**config.mk**
```make
export PLATFORM = sky130hd
export DESIGN_NAME = xbm_top
export DESIGN_NICKNAME = d
export VERILOG_FILES = /design/src/rtl/xbm_pkg.sv /design/src/rtl/xbm_cfg_store.sv /design/src/rtl/xbm_index.sv /design/src/rtl/xbm_top.sv
export SDC_FILE = /design/constraint.sdc
export NUM_CORES = 1
export LEC_CHECK = 0
export BUFFER_PORTS_ARGS = -buffer_cell sky130_fd_sc_hd__buf_2
export CORE_MARGIN = 4
export CORE_UTILIZATION = 30
export DETAILED_ROUTE_END_ITERATION = 10
export GPL_ROUTABILITY_DRIVEN = 0
export PLACE_DENSITY = 0.52
export REMOVE_ABC_BUFFERS = 1
export SETUP_SLACK_MARGIN = 0.3
export SLEW_MARGIN = 20
export SYNTH_ARGS = -nofsm -noshare
export SYNTH_HDL_FRONTEND = slang
export SYNTH_SLANG_ARGS = --single-unit
export TNS_END_PERCENT = 30
```
**constraint.sdc**
```tcl
create_clock -name clk -period 2.46 [get_ports clk]
set_input_delay 0.246 -clock clk [delete_from_list [all_inputs] [get_ports clk]]
set_output_delay 0.246 -clock clk [all_outputs]
set_load 0.05 [all_outputs]
```
**src/rtl/xbm_pkg.sv**
```systemverilog
// Shared definitions for the bank index mapper.
// Assumes a 2-bit mode code carried on the configuration port.
package xbm_pkg;
    typedef enum logic [1:0] {
        MAP_BASIC = 2'd0,
        MAP_FOLD  = 2'd1,
        MAP_PAIR  = 2'd2,
        MAP_RSVD  = 2'd3
    } map_mode_e;
endpackage

```
**src/rtl/xbm_cfg_store.sv**
```systemverilog
// Pending and active mapping configuration, one pair per thread-block slot.
// A write lands in the pending copy. A launch copies pending into active.
// Assumes the slot numbers on the inputs are below SLOTS.
module xbm_cfg_store
    import xbm_pkg::*;
#(
    parameter int SLOTS  = 4,
    parameter int ADDR_W = 10,
    parameter int IDX_W  = 5,
    parameter int SEL_W  = 4,
    localparam int SLOT_W = (SLOTS > 1) ? $clog2(SLOTS) : 1,
    localparam int CFG_W  = IDX_W * SEL_W
) (
    input  logic                        clk,
    input  logic                        rst_n,
    input  logic                        wr_en,
    input  logic [SLOT_W-1:0]           wr_slot,
    input  logic [1:0]                  wr_mode,
    input  logic [CFG_W-1:0]            wr_sel_a,
    input  logic [CFG_W-1:0]            wr_sel_b,
    input  logic                        launch_en,
    input  logic [SLOT_W-1:0]           launch_slot,
    output logic [SLOTS-1:0][1:0]       pend_mode,
    output logic [SLOTS-1:0][CFG_W-1:0] pend_sel_a,
    output logic [SLOTS-1:0][CFG_W-1:0] pend_sel_b,
    output logic [SLOTS-1:0][1:0]       act_mode,
    output logic [SLOTS-1:0][CFG_W-1:0] act_sel_a,
    output logic [SLOTS-1:0][CFG_W-1:0] act_sel_b
);

    // Reset selector set: A_i = i, B_i = i + IDX_W (the fold pairs).
    function automatic logic [CFG_W-1:0] reset_sel(input bit upper);
        logic [CFG_W-1:0] v;
        v = '0;
        for (int i = 0; i < IDX_W; i++) begin
            if (upper && (i + IDX_W < ADDR_W))
                v[i*SEL_W +: SEL_W] = SEL_W'(i + IDX_W);
            else
                v[i*SEL_W +: SEL_W] = SEL_W'(i);
        end
        return v;
    endfunction

    localparam logic [CFG_W-1:0] RST_SEL_A = reset_sel(1'b0);
    localparam logic [CFG_W-1:0] RST_SEL_B = reset_sel(1'b1);

    for (genvar s = 0; s < SLOTS; s++) begin : g_slot
        logic             hit_wr;
        logic             hit_launch;
        logic [1:0]       p_mode;
        logic [CFG_W-1:0] p_sel_a;
        logic [CFG_W-1:0] p_sel_b;
        logic [1:0]       a_mode;
        logic [CFG_W-1:0] a_sel_a;
        logic [CFG_W-1:0] a_sel_b;

        assign hit_wr     = wr_en     && (wr_slot     == SLOT_W'(s));
        assign hit_launch = launch_en && (launch_slot == SLOT_W'(s));

        // Pending copy: accepts configuration writes for this slot.
        always_ff @(posedge clk) begin
            if (!rst_n) begin
                p_mode  <= MAP_FOLD;
                p_sel_a <= RST_SEL_A;
                p_sel_b <= RST_SEL_B;
            end else if (hit_wr) begin
                p_mode  <= wr_mode;
                p_sel_a <= wr_sel_a;
                p_sel_b <= wr_sel_b;
            end
        end

        // Active copy: takes the pre-edge pending value on a launch of this slot.
        always_ff @(posedge clk) begin
            if (!rst_n) begin
                a_mode  <= MAP_FOLD;
                a_sel_a <= RST_SEL_A;
                a_sel_b <= RST_SEL_B;
            end else if (hit_launch) begin
                a_mode  <= p_mode;
                a_sel_a <= p_sel_a;
                a_sel_b <= p_sel_b;
            end
        end

        assign pend_mode[s]  = p_mode;
        assign pend_sel_a[s] = p_sel_a;
        assign pend_sel_b[s] = p_sel_b;
        assign act_mode[s]   = a_mode;
        assign act_sel_a[s]  = a_sel_a;
        assign act_sel_b[s]  = a_sel_b;
    end

endmodule

```
**src/rtl/xbm_index.sv**
```systemverilog
// Combinational bank index and row computation for one configuration.
// Assumes ADDR_W > IDX_W. A selector value of ADDR_W or more reads as 0.
module xbm_index
    import xbm_pkg::*;
#(
    parameter int ADDR_W = 10,
    parameter int IDX_W  = 5,
    parameter int SEL_W  = 4,
    localparam int CFG_W = IDX_W * SEL_W,
    localparam int ROW_W = ADDR_W - IDX_W
) (
    input  logic [1:0]        mode,
    input  logic [CFG_W-1:0]  sel_a,
    input  logic [CFG_W-1:0]  sel_b,
    input  logic [ADDR_W-1:0] addr,
    output logic [IDX_W-1:0]  bank,
    output logic [ROW_W-1:0]  row
);

    // The row is the field above the low index bits, in every mode.
    assign row = addr[ADDR_W-1:IDX_W];

    for (genvar i = 0; i < IDX_W; i++) begin : g_bit
        logic [SEL_W-1:0] sa;
        logic [SEL_W-1:0] sb;
        logic             pa;
        logic             pb;
        logic             hi;
        logic             pair;
        logic             b;

        assign sa = sel_a[i*SEL_W +: SEL_W];
        assign sb = sel_b[i*SEL_W +: SEL_W];

        // Pick the address bit named by each selector; out of range gives 0.
        always_comb begin
            pa = 1'b0;
            pb = 1'b0;
            for (int k = 0; k < ADDR_W; k++) begin
                if (sa == SEL_W'(k)) pa = addr[k];
                if (sb == SEL_W'(k)) pb = addr[k];
            end
        end

        // A repeated selector uses a single address bit instead of cancelling.
        assign pair = (sa == sb) ? pa : (pa ^ pb);

        // Fold partner bit exists only when the address is wide enough.
        if (i + IDX_W < ADDR_W) begin : g_hi
            assign hi = addr[i + IDX_W];
        end else begin : g_nohi
            assign hi = 1'b0;
        end

        // Mode select for this index bit.
        always_comb begin
            case (map_mode_e'(mode))
                MAP_BASIC: b = addr[i];
                MAP_PAIR:  b = pair;
                default:   b = addr[i] ^ hi;
            endcase
        end

        assign bank[i] = b;
    end

endmodule

```
**src/rtl/xbm_top.sv**
```systemverilog
// Per-slot bank index mapper: holds configurations per thread-block slot
// and maps each access using the active configuration of its slot.
// Assumes the slot inputs stay below SLOTS and SLOTS is a power of two.
module xbm_top
    import xbm_pkg::*;
#(
    parameter int SLOTS  = 4,
    parameter int ADDR_W = 10,
    parameter int IDX_W  = 5,
    parameter int SEL_W  = 4,
    localparam int SLOT_W = (SLOTS > 1) ? $clog2(SLOTS) : 1,
    localparam int CFG_W  = IDX_W * SEL_W,
    localparam int ROW_W  = ADDR_W - IDX_W
) (
    input  logic              clk,
    input  logic              rst_n,
    input  logic              cfg_we,
    input  logic [SLOT_W-1:0] cfg_slot,
    input  logic [1:0]        cfg_mode,
    input  logic [CFG_W-1:0]  cfg_sel_a,
    input  logic [CFG_W-1:0]  cfg_sel_b,
    input  logic              launch_valid,
    input  logic [SLOT_W-1:0] launch_slot,
    input  logic [SLOT_W-1:0] req_slot,
    input  logic [ADDR_W-1:0] req_addr,
    output logic [IDX_W-1:0]  bank_idx,
    output logic [ROW_W-1:0]  row
);

    logic [SLOTS-1:0][1:0]       pend_mode;
    logic [SLOTS-1:0][CFG_W-1:0] pend_sel_a;
    logic [SLOTS-1:0][CFG_W-1:0] pend_sel_b;
    logic [SLOTS-1:0][1:0]       act_mode;
    logic [SLOTS-1:0][CFG_W-1:0] act_sel_a;
    logic [SLOTS-1:0][CFG_W-1:0] act_sel_b;
    logic [1:0]                  cur_mode;
    logic [CFG_W-1:0]            cur_sel_a;
    logic [CFG_W-1:0]            cur_sel_b;

    xbm_cfg_store #(
        .SLOTS(SLOTS), .ADDR_W(ADDR_W), .IDX_W(IDX_W), .SEL_W(SEL_W)
    ) u_store (
        .clk(clk), .rst_n(rst_n),
        .wr_en(cfg_we), .wr_slot(cfg_slot), .wr_mode(cfg_mode),
        .wr_sel_a(cfg_sel_a), .wr_sel_b(cfg_sel_b),
        .launch_en(launch_valid), .launch_slot(launch_slot),
        .pend_mode(pend_mode), .pend_sel_a(pend_sel_a), .pend_sel_b(pend_sel_b),
        .act_mode(act_mode), .act_sel_a(act_sel_a), .act_sel_b(act_sel_b)
    );

    // Pick the active configuration of the requesting slot.
    always_comb begin
        cur_mode  = act_mode[req_slot];
        cur_sel_a = act_sel_a[req_slot];
        cur_sel_b = act_sel_b[req_slot];
    end

    xbm_index #(
        .ADDR_W(ADDR_W), .IDX_W(IDX_W), .SEL_W(SEL_W)
    ) u_index (
        .mode(cur_mode), .sel_a(cur_sel_a), .sel_b(cur_sel_b),
        .addr(req_addr), .bank(bank_idx), .row(row)
    );

endmodule

```
==> reports/summary.txt, run 1 <==
CP arrival: 2.91 ns
Worst Setup Path Type: reg2out
Initial Util: 30.4%
vias in the first global route: 11,885
Ys Warns: 0
first-pass GRT wire length: 71,000 um
Core Region: 0.0477 mm^2
nature of the critical path endpoint: output pin
Max Clock Freq: 0.316 GHz
Worst-path clk slew: 0.06 ns
leak pwr: 0.00682 uW
crit start category: register
Post-synth EDFFs: 0
worst-path fanout max: 7
die area: 0.0519 mm^2
Avg WL per Cell: 18.5 um
largest area contributor in the netlist: dfxtp_1
Cell Pwr Density: 716 mW/mm^2
top cell type's share of synthesized area: 46.4%
final net count: 1,870
Clock Latency Late Sink: 0.53 ns
internal power: 9490 uW
Seq/Total Area, Yosys: 46.4%
Yosys cell types: 42
Final setup viols: 5
sw power: 3070 uW
vias after detailed routing: 12,040
combinational power share: 10.0%
Synth Instances: 1,720
fin cells: 2,447
first drt pass iteration count: 5
Peak VDD IR: 0.328 mV
GRT Total Usage: 17.0%
FF+latch count, synth: 336
CTS Buf Count: 38
placed cells: 2,350
Clock power frac: 44.5%
hold_ws: 0.0188 ns
Fin Clk Skew: 0.00842 ns
Max-Cap Viols: 0
final period utilization: 128%
Post-DP HPWL: 28,700 um
synth top area cells: dfxtp_1 (46%), nand2_1 (18%), a21boi_0 (11%)
commonest cells after routing, fill and taps aside: nand2_1 (681), dfxtp_1 (333), a21boi_0 (210)
unrepaired setup endpoints after global routing: true
IO Port Bufs: 71
Post-Syn Area: 0.0145 mm^2
post-layout min period: 3.16 ns
initial antenna violation count: 3
clk sinks: 336
ANT nets after route: 0
violated checks: negative setup slack
worst hold path class: in2reg
die height: 228 um
Reg power frac: 45.5%
Tightest Pin Transition: 0.659 ns
Max-slew headroom: 56.0%
ys async rst share: 0%
commonest non-fill, non-tap cell in the layout: nand2_1
area grow syn2layout: 21.0%
Die W: 228 um
ys flop type: dfxtp_1
# H-tree levels: 2
largest net degree at the start of global routing: 76
final hold violations: 0
share of cells above drive strength 1: 16.2%
CTS Buffer Depth: 3
grt total ovfl: 0
Ports: 72
Root Buffer: clkbuf_16
CP Data Required Time: 2.21 ns
max-slew violations: 0
Starting DRT DRC Count: 917
Net Sw Frac: 24.4%
outcome: finished with violations
TritonCTS clock tree: yes
PnR worst setup slack: -0.700 ns
# rows: 80
Vias/cell: 4.92
drc violations: 0
routed wire length: 45,200 um
Syn Area/Cell: 8.43 um^2
==> synth_stat cells, drive strengths merged, types with 2 or more instances <==
cell type / count
o211ai: 2
nand3b: 4
nor2b: 3
buf: 25
mux2i: 39
and3: 2
o21ai: 10
xor2: 13
a31oi: 5
nand2: 681
nor3: 3
nand3: 136
mux2: 5
a21boi: 210
or2: 4
a21oi: 15
nand4: 2
clkbuf: 124
nor3b: 7
or3b: 2
nor4: 2
xnor2: 11
inv: 5
dfxtp: 336
mux4: 48
nor2: 13
a211oi: 3
==> kinds of logic (layout without fill, tap and decap cells) <==
kind of cell           count (synthesis)  after routing  share of synthesized area, %
AND/OR/NAND/NOR                      862            862                          24.2
AO/OA/AOI/OAI                        252            252                          12.7
multiplexers                          92             92                          10.6
other                                  0              1                             0
XOR/XNOR                              24             24                          1.45
flip-flops                           336            336                          46.4
buffers and inverters                154            265                          4.64
==> worst paths after layout <==
path / start / cells past startpoint / slack, ns / to
min: cfg_sel_a[8] / 3 / 0.02 / u_store.g_slot[2].p_sel_a[8]
min reg2reg: u_store.g_slot[2].p_sel_b[13] / 2 / 0.45 / u_store.g_slot[2].a_sel_b[13]
max reg2reg: u_store.g_slot[2].a_sel_a[3] / 2 / 1.74 / u_store.g_slot[2].a_sel_a[3]
max: u_store.g_slot[3].a_sel_a[4] / 8 / -0.70 / bank_idx[1]
==> flip-flops by register name, indices dropped and copies added, names as in the netlist <==
signal                  cells
u_store.g_slot.p_mode       8
u_store.g_slot.a_mode       8
u_store.g_slot.p_sel_a     80
u_store.g_slot.p_sel_b     80
u_store.g_slot.a_sel_a     80
u_store.g_slot.a_sel_b     80
==> through the flow <==
| stage | total power [uW] | utilization (%) | instance area, um^2 | setup TNS [ns] | worst slack [ns] |
|---|---|---|---|---|---|
| after floorplan | 6390 | - | 13800 | -35.32 | -0.594 |
| after global placement | 7010 | 33.4 | 15900 | -2.62 | -0.641 |
| after detailed placement | 7030 | 33.4 | 15900 | -2.83 | -0.663 |
| after CTS | 12700 | 36.7 | 17500 | -3.31 | -0.731 |
| after global routing | 13000 | 36.7 | 17500 | -3.69 | -0.791 |
| final | 12600 | 36.7 | 17500 | -3.21 | -0.700 |
==> layout make-up <==
type,instances,area (um^2)
flip-flops and latches,336,6730
diodes,1,2.50
well taps,615,769
multi-input cells,1230,7170
clock inverters,9,101
repair buffers,197,1640
inverters,5,18.8
fillers,4847,30200
clock buffers,54,1110
==> worst max-delay path, stage by stage (launching register included) <==
cell     delay (ns)
dfxtp_2        0.32
mux4_2         0.59
mux2i_1        0.16
mux4_2         0.49
nor2_1         0.10
a31oi_1        0.06
xnor2_1        0.13
a221o_1        0.36
buf_6          0.18
==> per-layer routing <==
layer / up-vias / routed length, um / track usage (%)
li1: 5893 / - / -
met1: 5866 / 21900 / 24.0
met2: 223 / 20600 / 27.7
met3: 54 / 1980 / 2.82
met4: 4 / 660 / 3.52
met5: - / 27 / 0
==> power groups by stage <==
stage	registers [uW]	clock network, uW	logic [uW]
final	5710	5590	1260
after global routing	5730	5920	1380
after CTS	5710	5700	1260
after detailed placement	5830	0	1200
after global placement	5830	0	1180
after floorplan	5800	0	591
==> repair_timing <==
| item | CTS | global route |
|---|---|---|
| pin swaps | 7 | 0 |
| resized for setup | 16 | 3 |
| buffers inserted | 1 | 0 |
| hold endpoints to repair | 108 | 0 |
| endpoints found under the setup margin | 5 | 5 |
| hold buffers | 32 | 0 |
| cloned | 0 | 0 |
(Power assumes the default switching activity.)
==> run 2, diff against run 1 <==
- BUFFER_PORTS_ARGS: -buffer_cell sky130_fd_sc_hd__buf_2 -> not set
- CELL_PAD_IN_SITES_DETAIL_PLACEMENT: not set -> 1
- CELL_PAD_IN_SITES_GLOBAL_PLACEMENT: not set -> 1
- DONT_BUFFER_PORTS: not set -> 1
- PLACE_DENSITY: 0.52 -> 0.61
==> run 2 against run 1 <==
  * The run still ends with negative setup slack left
  * Largest power group is now the clock network
  * Largest cell class unchanged
  * Fmax fell by 0.86%
  * Worst setup slack got worse by 0.027 ns
  * First-iteration DRC count down 40%
  * Total power rose by 1.9%
  * Clock skew decreased by 0.0015 ns
  * Combinational power about the same
==> reports/summary.txt, run 2 (same netlist as run 1, synthesis figures left out) <==
Vias/cell: 5.09 (was 4.92)
Fin Clk Skew: 0.00694 ns (was 0.00842 ns)
Hold Path Origin: launch_slot[0] (was cfg_sel_a[8])
post-layout min period: 3.19 ns (was 3.16 ns)
CTS Buffer Depth: 3 (unchanged)
CP arrival: 2.94 ns (was 2.91 ns)
outcome: finished with violations (unchanged)
first-pass GRT wire length: 80,900 um (was 71,000 um)
leak pwr: 0.00718 uW (was 0.00682 uW)
Ports: 72 (unchanged)
IO Port Bufs: 0 (was 71)
setup tns final: -3.07 ns (was -3.21 ns)
vias in the first global route: 14,029 (was 11,885)
Starting DRT DRC Count: 554 (was 917)
area grow syn2layout: 30.0% (was 21.0%)
Hold Path Stages: 4 (was 3)
Post CTS Setup Buffer Count: 0 (was 1)
Tightest Pin Transition: 0.896 ns (was 0.659 ns)
Crit Reg-Reg Startpoint: u_store.g_slot[1].p_sel_b[1] (was u_store.g_slot[2].a_sel_a[3])
Avg WL per Cell: 20.5 um (was 18.5 um)
register-to-register setup slack: 1.15 ns (was 1.74 ns)
CP max-delay cell: mux4_2 (unchanged)
final period utilization: 130% (was 128%)
commonest non-fill, non-tap cell in the layout: nand2_1 (unchanged)
routed wire length: 51,900 um (was 45,200 um)
Root Buffer: clkbuf_16 (unchanged)
first drt pass iteration count: 4 (was 5)
final hold violations: 0 (unchanged)
r2r endpoint: u_store.g_slot[1].p_sel_b[1] (was u_store.g_slot[2].a_sel_a[3])
Final setup viols: 5 (unchanged)
Worst Setup Path Type: reg2out (unchanged)
TritonCTS clock tree: yes (unchanged)
Filler cells: 5,428 (was 4,847)
Post-DP HPWL: 26,700 um (was 28,700 um)
Register Area: 0.00673 mm^2 (about the same)
total power: 12,800 uW (was 12,600 uW)
Clock Latency Late Sink: 0.54 ns (was 0.53 ns)
fin cells: 2,528 (was 2,447)
Max-Cap Viols: 0 (unchanged)
vias after detailed routing: 12,880 (was 12,040)
die height: 228 um (unchanged)
Max-slew headroom: 40.1% (was 56.0%)
worst-path fanout max: 6 (was 7)
placed cells: 2,228 (was 2,350)
Worst path max stage delay: 0.57 ns (was 0.59 ns)
PnR worst setup slack: -0.727 ns (was -0.700 ns)
Die W: 228 um (unchanged)
# rows: 80 (unchanged)
max-slew violations: 0 (unchanged)
Core Region: 0.0477 mm^2 (unchanged)
unrepaired setup endpoints after global routing: true (unchanged)
Cell Pwr Density: 680 mW/mm^2 (was 716 mW/mm^2)
Peak VDD IR: 0.363 mV (was 0.328 mV)
FF-to-FF path depth: 3 (was 2)
cell mode on critical path: mux4_2 (unchanged)
worst hold path class: in2reg (unchanged)
grt total ovfl: 0 (unchanged)
Hold Crit Endpoint: u_store.g_slot[2].a_sel_b[1] (was u_store.g_slot[2].p_sel_a[8])
worst path cell trace: mux4_2, mux2i_1, mux4_2, nor2_1, a31oi_1, xnor2_1, a221o_2, buf_12 (was mux4_2, mux2i_1, mux4_2, nor2_1, a31oi_1, xnor2_1, a221o_1, buf_6)
drc violations: 0 (unchanged)
violated checks: negative setup slack (unchanged)
ANT nets after route: 0 (unchanged)
Worst-path clk slew: 0.06 ns (about the same)
CP Data Required Time: 2.21 ns (about the same)
nature of the critical path endpoint: output pin (unchanged)
commonest cells after routing, fill and taps aside: nand2_1 (681), dfxtp_1 (335), dlygate4sd3_1 (232) (was nand2_1 (681), dfxtp_1 (333), a21boi_0 (210))
final net count: 1,948 (was 1,870)
Initial Util: 30.4% (unchanged)
initial antenna violation count: 5 (was 3)
# H-tree levels: 2 (unchanged)
share of cells above drive strength 1: 9.21% (was 16.2%)
clk sinks: 336 (unchanged)
GRT Total Usage: 19.6% (was 17.0%)
largest net degree at the start of global routing: 192 (was 76)
area of the multi-input gates: 0.00717 mm^2 (unchanged)
die area: 0.0519 mm^2 (unchanged)
Max Clock Freq: 0.314 GHz (was 0.316 GHz)
CTS Buf Count: 38 (unchanged)
crit start category: register (unchanged)
run 2: cell types whose count changed in the layout (fill, tap and decap cells not counted), sizes merged:
cell / before / now
buf: 164 / 43
clkbuf: 55 / 60
clkinv: 6 / 2
diode: 1 / 2
dlygate4sd3: 32 / 232
run 2: where the power goes:
part	leakage, uW	switching, uW	internal (uW)
Combinational	0.00382	641	597
Clock	0.000630	2320	3540
Sequential	0.00273	89.5	5620
run 2: routing by layer:
layer | GRT usage (%) | routed length [um]
met3 | 2.63 | 1640
met5 | 0 | 21
met2 | 36.4 | 26500
met4 | 6.28 | 1560
met1 | 23.3 | 22100
run 2: worst max-delay path: cells and delay by family (launching register included):
family,cells,cell delay (ns)
AOI/OAI and AO/OA,2,0.47
xor gates and xnor gates,1,0.14
DFF,1,0.31
muxes,3,1.19
and+or+nand+nor,1,0.11
buffers and inverters,1,0.17
run 2: what timing repair did:
| action | 4_1_cts | 5_1_grt |
|---|---|---|
| pin swaps | 7 | 5 |
| hold buffers | 233 | 0 |
| resized for setup | 11 | 3 |
| endpoints found under the hold margin | 329 | 0 |
| endpoints found under the setup margin | 5 | 5 |
| gates cloned | 0 | 0 |
run 2: worst max-delay path by stage:
| stage | from | endpoint | slack, ns | cells after the start |
|---|---|---|---|---|
| final | u_store.g_slot[3].a_sel_a[4] | bank_idx[1] | -0.73 | 8 |
| after global routing | u_store.g_slot[3].a_sel_b[8] | bank_idx[2] | -0.84 | 9 |
| after CTS | u_store.g_slot[3].a_sel_b[8] | bank_idx[2] | -0.81 | 9 |
| after detailed placement | u_store.g_slot[3].a_sel_b[8] | bank_idx[2] | -0.33 | 9 |
| after global placement | req_slot[0] | bank_idx[2] | -0.34 | 9 |
| after floorplan | u_store.g_slot[3].a_sel_b[8] | bank_idx[2] | -0.59 | 7 |
run 2: final cells by class:
| cell class | instances | share of cell area (%) |
|---|---|---|
| Clock buffer | 60 | 6.36 |
| Clock inverter | 5 | 0.432 |
| Timing Repair Buffer | 275 | 15.2 |
| Antenna cell | 2 | 0.0266 |
| Inverter | 5 | 0.0996 |
| Tap cell | 615 | 4.08 |
| Sequential cell | 336 | 35.7 |
| Multi-Input combinational cell | 1230 | 38.1 |
run 2: through the flow:
| step | worst slack (ns) | area, um^2 | utilization (%) | hold slack (ns) |
|---|---|---|---|---|
| floorplan | -0.594 | 13800 | - | 0.318 |
| global placement | -0.343 | 15200 | 31.8 | 0.371 |
| detailed placement | -0.328 | 15200 | 31.8 | 0.377 |
| CTS | -0.812 | 18800 | 39.4 | 0.137 |
| finish | -0.727 | 18800 | 39.5 | 0.154 |
| global route | -0.841 | 18800 | 39.5 | 0.165 |
==> run 3, diff against run 2 <==
- REMOVE_ABC_BUFFERS: 1 -> not set
==> run 3 against run 2 <==
  * The run still ends with negative setup slack left
  * Wire length grew 0.54%
  * Sequential share of layout area shrank 0.085 points
  * Cell count grew 0.44%
  * Critical path type unchanged
  * Largest cell class unchanged
  * Highest routed layer unchanged
==> reports/summary.txt, run 3 (same netlist as run 1, synthesis figures left out) <==
outcome: finished with violations (unchanged)
violated checks: negative setup slack (unchanged)
Die W: 228 um (unchanged)
Tightest Pin Transition: 0.916 ns (was 0.896 ns)
nature of the critical path endpoint: output pin (unchanged)
clk sinks: 336 (unchanged)
grt total ovfl: 0 (unchanged)
first drt pass iteration count: 5 (was 4)
PnR worst setup slack: -0.690 ns (was -0.727 ns)
crit start category: register (unchanged)
combinational power share: 9.3% (was 9.7%)
Clock power frac: 46.8% (was 45.8%)
Cell Pwr Density: 688 mW/mm^2 (was 680 mW/mm^2)
Worst Setup Path Type: reg2out (unchanged)
area grow syn2layout: 30.3% (was 30.0%)
DP Area: 0.0151 mm^2 (was 0.0152 mm^2)
Vias/cell: 5.04 (was 5.09)
end-of-flow core utilization: 39.6% (was 39.5%)
Net Sw Frac: 24.1% (was 23.8%)
IO Port Bufs: 0 (unchanged)
area of the multi-input gates: 0.00718 mm^2 (was 0.00717 mm^2)
sw power: 3130 uW (was 3050 uW)
# H-tree levels: 2 (unchanged)
unrepaired setup endpoints after global routing: true (unchanged)
commonest cells after routing, fill and taps aside: nand2_1 (681), dfxtp_1 (335), dlygate4sd3_1 (241) (was nand2_1 (681), dfxtp_1 (335), dlygate4sd3_1 (232))
fin cells: 2,539 (was 2,528)
Ports: 72 (unchanged)
worst-path fanout max: 2 (was 6)
final net count: 1,952 (was 1,948)
commonest non-fill, non-tap cell in the layout: nand2_1 (unchanged)
die height: 228 um (unchanged)
GRT Total Usage: 19.9% (was 19.6%)
CP arrival: 2.90 ns (was 2.94 ns)
vias in the first global route: 14,017 (was 14,029)
Final setup viols: 5 (unchanged)
CTS Buf Count: 40 (was 38)
Post-DP HPWL: 27,800 um (was 26,700 um)
Max-slew headroom: 39.0% (was 40.1%)
final hold violations: 0 (unchanged)
Peak VDD IR: 0.378 mV (was 0.363 mV)
die area: 0.0519 mm^2 (unchanged)
worst hold path class: in2reg (unchanged)
leak pwr: 0.00724 uW (was 0.00718 uW)
internal power: 9870 uW (was 9760 uW)
final period utilization: 128% (was 130%)
routed wire length: 52,100 um (was 51,900 um)
CTS Buffer Depth: 3 (unchanged)
Filler cells: 5,508 (was 5,428)
total power: 13,000 uW (was 12,800 uW)
share of cells above drive strength 1: 9.12% (was 9.21%)
vias after detailed routing: 12,800 (was 12,880)
Register Area: 0.00673 mm^2 (unchanged)
Fin Clk Skew: 0.0157 ns (was 0.00694 ns)
Max-Cap Viols: 0 (unchanged)
Reg power frac: 43.9% (was 44.6%)
Root Buffer: clkbuf_16 (unchanged)
Clock Latency Late Sink: 0.56 ns (was 0.54 ns)
initial antenna violation count: 7 (was 5)
Initial Util: 30.4% (unchanged)
placed cells: 2,221 (was 2,228)
max-slew violations: 0 (unchanged)
CP Data Required Time: 2.21 ns (about the same)
ANT nets after route: 0 (unchanged)
hold_ws: 0.127 ns (was 0.154 ns)
largest net degree at the start of global routing: 201 (was 192)
synthesized net count: 1,782
post-layout min period: 3.15 ns (was 3.19 ns)
Core Region: 0.0477 mm^2 (unchanged)
Starting DRT DRC Count: 799 (was 554)
drc violations: 0 (unchanged)
# rows: 80 (unchanged)
final instance area: 0.0189 mm^2 (was 0.0188 mm^2)
Avg WL per Cell: 20.5 um (about the same)
Max Clock Freq: 0.317 GHz (was 0.314 GHz)
first-pass GRT wire length: 81,700 um (was 80,900 um)
Worst-path clk slew: 0.06 ns (about the same)
TritonCTS clock tree: yes (unchanged)
==> run 3: cell types whose count changed in the layout (fill, tap and decap cells not counted), sizes merged <==
cell,change
dlygate4sd3,+9
buf,-7
clkinv,+5
diode,+3
clkbuf,-2
inv,+2
bufinv,+1
==> run 3: area by class of cell <==
cell class                      count  area share, %
Timing Repair Buffer              277           15.0
Inverter                            5         0.0994
Sequential cell                   336           35.6
Tap cell                          615           4.07
Clock buffer                       58           6.30
Clock inverter                     13          0.802
Multi-Input combinational cell   1230           38.0
Antenna cell                        5         0.0662
==> run 3: repair_timing <==
action / 4_1_cts / 5_1_grt
buffers inserted: 0 / 0
gates resized for setup: 11 / 0
hold endpoints to repair: 336 / 0
hold buffers: 242 / 0
gates cloned: 0 / 0
pin swaps: 5 / 0
endpoints found under the setup margin: 5 / 5
==> run 3: metal layers <==
layer	vias up	GRT usage, %	wire length [um]
met5	-	0	21
met4	4	4.56	738
met3	47	3.57	2420
met2	211	34.2	25000
met1	6489	26.3	24000
li1	6049	-	-
==> run 3: worst paths after layout <==
check | startpoint | to | slack (ns) | cells after the start
max | u_store.g_slot[3].a_sel_b[8] | bank_idx[2] | -0.69 | 8
min | launch_slot[0] | u_store.g_slot[2].a_sel_b[18] | 0.13 | 4
max reg2reg | u_store.g_slot[0].p_sel_a[19] | u_store.g_slot[0].p_sel_a[19] | 1.22 | 3
min reg2reg | u_store.g_slot[0].a_sel_a[19] | u_store.g_slot[0].a_sel_a[19] | 0.46 | 2
==> run 3: through the flow <==
stage | TNS, ns | worst slack (ns)
floorplan | -0.795 | -0.217
global placement | -0.267 | -0.130
detailed placement | -0.458 | -0.130
CTS | -3.18 | -0.723
global route | -3.58 | -0.784
finish | -3.12 | -0.690
==> run 3: worst max-delay path, cell delays in order (launching register included) <==
cell and delay [ns]:
dfxtp_2 0.32, mux4_2 0.49, mux2i_1 0.14, or4_4 0.52
mux2_4 0.29, a22oi_2 0.13, xnor2_1 0.09, a21oi_1 0.15
buf_4 0.22
==> run 3: power groups by stage <==
stage	Combinational [uW]	Clock, uW	Sequential (uW)
3_5_place_dp	872	0	5830
3_3_place_gp	849	0	5820
6_report	1200	6080	5710
4_1_cts	1200	6210	5710
2_1_floorplan	763	0	5800
5_1_grt	1310	6460	5730
